<file path="src/rtl/stepdelay_pkg.sv">
package stepdelay_pkg;
    localparam int SEL_W  = 7;
    localparam int CTL_W  = SEL_W + 1;
    localparam int TAP_W  = SEL_W + 1;
    localparam int FINE_W = 2;
    localparam int DEPTH  = 1 << SEL_W;

    typedef enum logic [1:0] {
        OVR_NONE = 2'd0,
        OVR_MIN  = 2'd1,
        OVR_MAX  = 2'd2
    } ovr_e;

    typedef struct packed {
        logic             chain;
        logic [SEL_W-1:0] sel;
    } ctl_t;

    function automatic ovr_e pick_ovr(input logic lo, input logic hi);
        if (lo)
            return OVR_MIN;
        if (hi)
            return OVR_MAX;
        return OVR_NONE;
    endfunction
endpackage

</file>
<file path="src/rtl/stepdelay_ctl.sv">
module stepdelay_ctl
    import stepdelay_pkg::*;
(
    input  logic clk,
    input  logic rst,
    input  logic open,
    input  ovr_e ovr,
    input  ctl_t din,
    output ctl_t cur
);
    ctl_t             held;
    ctl_t             pass;
    logic [SEL_W-1:0] sel_v;

    assign pass = open ? din : held;

    for (genvar i = 0; i < SEL_W; i++) begin : g_bit
        if (i < FINE_W) begin : g_fine
            assign sel_v[i] = (ovr == OVR_NONE) ? pass.sel[i] : 1'b0;
        end else begin : g_coarse
            assign sel_v[i] = (ovr == OVR_MIN) ? 1'b0 :
                              (ovr == OVR_MAX) ? 1'b1 : pass.sel[i];
        end
    end

    assign cur.sel   = sel_v;
    assign cur.chain = (ovr == OVR_MIN) ? 1'b0 : pass.chain;

    always_ff @(posedge clk) begin
        if (rst)
            held <= '0;
        else
            held <= cur;
    end
endmodule

</file>
<file path="src/rtl/stepdelay_tap.sv">
module stepdelay_tap
    import stepdelay_pkg::*;
(
    input  ovr_e             ovr,
    input  logic [SEL_W-1:0] sel,
    output logic [TAP_W-1:0] tap
);
    localparam logic [TAP_W-1:0] EXTRA = TAP_W'(1 << FINE_W);

    always_comb begin
        tap = {1'b0, sel};
        if (ovr == OVR_MAX)
            tap = {1'b0, sel} + EXTRA;
    end
endmodule

</file>
<file path="src/rtl/stepdelay_line.sv">
module stepdelay_line #(
    parameter int DEPTH = 128,
    parameter int TAP_W = 8
) (
    input  logic             clk,
    input  logic             rst,
    input  logic             din,
    input  logic [TAP_W-1:0] tap,
    output logic             q
);
    localparam int IDX_W = (DEPTH > 1) ? $clog2(DEPTH) : 1;

    logic [DEPTH-1:0] hist;
    logic [IDX_W-1:0] idx;

    always_ff @(posedge clk) begin
        if (rst)
            hist <= '0;
        else
            hist <= {hist[DEPTH-2:0], din};
    end

    assign idx = IDX_W'(tap - TAP_W'(1));
    assign q   = (tap == '0) ? din : hist[idx];
endmodule

</file>
<file path="src/rtl/stepdelay.sv">
module stepdelay
    import stepdelay_pkg::*;
(
    input  logic             clk,
    input  logic             rst,
    input  logic             sig_in,
    input  logic             sig_en,
    input  logic             ctl_open,
    input  logic             hold_lo,
    input  logic             hold_hi,
    input  logic [CTL_W-1:0] ctl_word,
    output logic             dly_out,
    output logic             dly_out_n,
    output logic             chain_out,
    output logic             chain_out_n
);
    ovr_e             ovr;
    ctl_t             cur;
    logic [TAP_W-1:0] tap;
    logic             gated;

    assign ovr   = pick_ovr(hold_lo, hold_hi);
    assign gated = sig_in & sig_en;

    stepdelay_ctl u_ctl (
        .clk  (clk),
        .rst  (rst),
        .open (ctl_open),
        .ovr  (ovr),
        .din  (ctl_t'(ctl_word)),
        .cur  (cur)
    );

    stepdelay_tap u_tap (
        .ovr (ovr),
        .sel (cur.sel),
        .tap (tap)
    );

    stepdelay_line #(.DEPTH(DEPTH), .TAP_W(TAP_W)) u_line (
        .clk (clk),
        .rst (rst),
        .din (gated),
        .tap (tap),
        .q   (dly_out)
    );

    assign dly_out_n   = ~dly_out;
    assign chain_out   = cur.chain;
    assign chain_out_n = ~cur.chain;
endmodule

</file>
<file path="config.mk">
export PLATFORM = sky130hd
export DESIGN_NAME = stepdelay
export DESIGN_NICKNAME = d
export VERILOG_FILES = /design/src/rtl/stepdelay_pkg.sv /design/src/rtl/stepdelay_ctl.sv /design/src/rtl/stepdelay_tap.sv /design/src/rtl/stepdelay_line.sv /design/src/rtl/stepdelay.sv
export SDC_FILE = /design/constraint.sdc
export NUM_CORES = 1
export LEC_CHECK = 0
export BUFFER_PORTS_ARGS = -buffer_cell sky130_fd_sc_hd__buf_2
export CORE_ASPECT_RATIO = 0.6
export CORE_MARGIN = 10
export CORE_UTILIZATION = 45
export CTS_CLUSTER_SIZE = 8
export DETAILED_ROUTE_END_ITERATION = 6
export PLACE_DENSITY = 0.69
export SLEW_MARGIN = 20
export SYNTH_ARGS = -nofsm -noshare
export SYNTH_HDL_FRONTEND = slang
export SYNTH_SLANG_ARGS = --single-unit
export TNS_END_PERCENT = 1
</file>
<file path="constraint.sdc">
create_clock -name clk -period 5.4 [get_ports clk]
set_input_delay 0.54 -clock clk [delete_from_list [all_inputs] [get_ports clk]]
set_output_delay 0.54 -clock clk [all_outputs]
set_load 0.01 [all_outputs]
</file>
==> results.yml <==
run_status:
  status: "finished clean"
timing:
  setup_total_negative_slack_ps: 0
  post-route-period-util_pct: 89.85
  slew_viol_final: 0
  tightestPinTransition_ps: 867.5
  fin_crit_ps: 4852
  fin_hold_ws_ps: 449.3
  fmax_mhz: 206.1
  hold_viol: 0
  fin_ws_ps: 547.8
  finClkSkew_ps: 6.177
  setup-violations-final: 0
  slew_headroom_pct: 42.16
  grt_setup_unrepaired: "false"
clock_network:
  ctsResizeCount: 0
  clock_sinks: 136
  cts_tree: "done"
  cts_buffer_depth: 2
  clkLatencyLatePin_ps: 410
  clk_pin_slew_ps: 50
  htreeDepth: 4
  cts_setup_buffers: 0
  cts_hold_buf: 0
  clockRootBuffer: "clkbuf_16"
  cts_made_buffers: 17
logic_synthesis:
  ys_warn_count: 0
  synth_edf_count: 0
  syn_area_mm2: 0.005226
  synth_seq_cells: 136
  synth_ff_type: "dfxtp_1"
  async_reset_ff_share_pct: 0
  synth_cell_types: 47
  yosysSeqAreaShare_pct: 52.09
  avgSynthCellArea_um2: 12.27
  syn_nets: 443
  synth_cells: 426
worst_setup_path:
  crit_path_cell_trace: "buf_2, mux2_2, nor2_1, nor2_1, ha_1, a21oi_1, o21a_1, xnor2_1, a31oi_1, o22ai_1, a221oi_1, a21oi_1, a32o_1, buf_2"
  crit_fanout: 9
  crit_path_max_incr_delay_ps: 640
  critPathRequiredTime_ps: 4860
  end_kind: "primary output"
  arrival_ps: 4310
  cp_slowest_cell: "a221oi_1"
  worstSetupPathType: "input port to primary output"
  startpoint_type: "input port"
cells_and_area:
  mostFrequentLayoutCells: "dfxtp_1 (136), nor2b_1 (131), mux4_1 (18), clkbuf_16 (17), buf_2 (17)"
  final_cells: 613
  area_delta_synth_final_pct: 14.51
  fin_nets: 457
  final_common_cell: "dfxtp_1"
  drive_gt1_share_pct: 18.76
  multi_input_area_mm2: 0.002331
  seqCellArea_mm2: 0.002723
  fillers: 968
  antenna_cells: 0
detailed_routing:
  via_per_inst: 4.979
  wl_um: 9583
  vias: 3052
  wl_per_cell_um: 15.63
  antenna_left: 0
  drc: 0
  drtPass1Iterations: 4
  drt_iter0_markers: 201
power:
  pwr-share-seq_pct: 45.0
  power_frac_comb_pct: 5.8
  switching_share_pct: 22.44
  p_leak_nw: 2.352
  p_switching_mw: 0.5022
  power_density_mw_per_mm2: 373.9
  power.total_mw: 2.238
  peakVddDrop_mv: 0.1862
  p_clk_share_pct: 49.1
  power.internal_mw: 1.736
worst_hold_path:
  hp-class: "input port to register"
placement:
  dp_hpwl_um: 6142
  dp_cells: 581
  place_ws_ps: 661.6
  portBuffers: 18
  gp_congestion: 0.7440
run:
  drv_cap: 0
die:
  rows: 30
  initial_utilization_pct: 46.10
  die_x_um: 159.1
  ioPinCount: 19
  core-area_mm2: 0.01134
  dieArea_mm2: 0.01647
  die_y_um: 103.5
global_route:
  grt_use_total_pct: 12.45
  grt_remaining_overflow: 0
  grt_max_degree: 93
  grt_pass1_wl_um: 16280
  grt_pass1_vias: 3211
  antenna_found_initial: 0
[final timing paths]
kind / start / end / slack (ps) / depth (start not counted)
worst max-delay path: ctl_open / dly_out_n / 550 / 14
worst min-delay path: hold_lo / u_ctl.held[2] / 450 / 2
worst max register to register: u_ctl.held[6] / u_ctl.held[6] / 4440 / 3
worst min register to register: u_line.hist[114] / u_line.hist[115] / 450 / 1
[power by group through the flow]
stage	registers (mW)	clock network [mW]	logic, mW
after floorplan	1.03	0	0.0966
after global placement	1.03	0	0.127
after detailed placement	1.03	0	0.129
after CTS	1.01	1.12	0.129
after global routing	1.01	1.17	0.142
final	1.01	1.10	0.130
[metal layers]
layer	vias up	wire (µm)	GRT usage, %
li1	1514	-	-
met2	49	4064	18.66
met3	12	416	3.636
met5	-	0	0
met4	0	137	6.095
met1	1477	4965	16.35
[cells by family after synthesis]
logic type,share of synthesized area (%)
flip-flops,52.09
AO/OA/AOI/OAI,4.046
buffers and inverters,3.304
adder cells (fa/ha/maj),0.4787
multiplexers,20.23
AND/OR/NAND/NOR,19.20
XOR/XNOR,0.6465
[cell type report]
cell class                      count  area share, %
Clock buffer                       21          8.028
Inverter                            5         0.3136
Multi-Input combinational cell    258          38.95
Tap cell                          160          3.345
Sequential cell                   136          45.49
Timing Repair Buffer               22          2.258
Clock inverter                     11          1.610
[cells in the mapped netlist (2+ instances only)]
master | count | area, µm²
or2_2 | 2 | 12.51
nor2_1 | 12 | 45.04
o22ai_1 | 4 | 25.02
mux2_2 | 10 | 112.6
mux2i_1 | 12 | 120.1
nand3_1 | 2 | 10.01
a221oi_1 | 3 | 26.28
a211oi_1 | 2 | 15.01
inv_1 | 5 | 18.77
nor2b_1 | 131 | 819.5
buf_6 | 4 | 45.04
nor3_1 | 6 | 30.03
a21oi_1 | 2 | 10.01
dfxtp_1 | 136 | 2723
a31oi_1 | 4 | 25.02
xnor2_1 | 2 | 17.52
mux4_2 | 14 | 315.3
buf_2 | 4 | 20.02
o21ai_0 | 2 | 10.01
nand2_1 | 6 | 22.52
ha_1 | 2 | 25.02
a22oi_1 | 3 | 22.52
mux4_1 | 18 | 473.0
clkbuf_1 | 17 | 63.81
[critical path: cells and delay by family]
family	cells	cell delay, ps
simple gates	2	230
xor+xnor	1	130
fa+ha+maj	1	190
mux	1	410
buf+inv	2	390
compound gates	7	2430
[flip-flops by register name, summed over array words and instances (netlist names)]
register     flops
u_line.hist    128
u_ctl.held       8
[through the flow]
step           util (%)  area (µm²)
5_1_grt           52.79        5984
6_report          52.79        5984
3_3_place_gp      47.70        5408
4_1_cts           52.79        5984
3_5_place_dp      47.70        5408
2_1_floorplan         -        5226
Power figures use the tool's default switching activity.
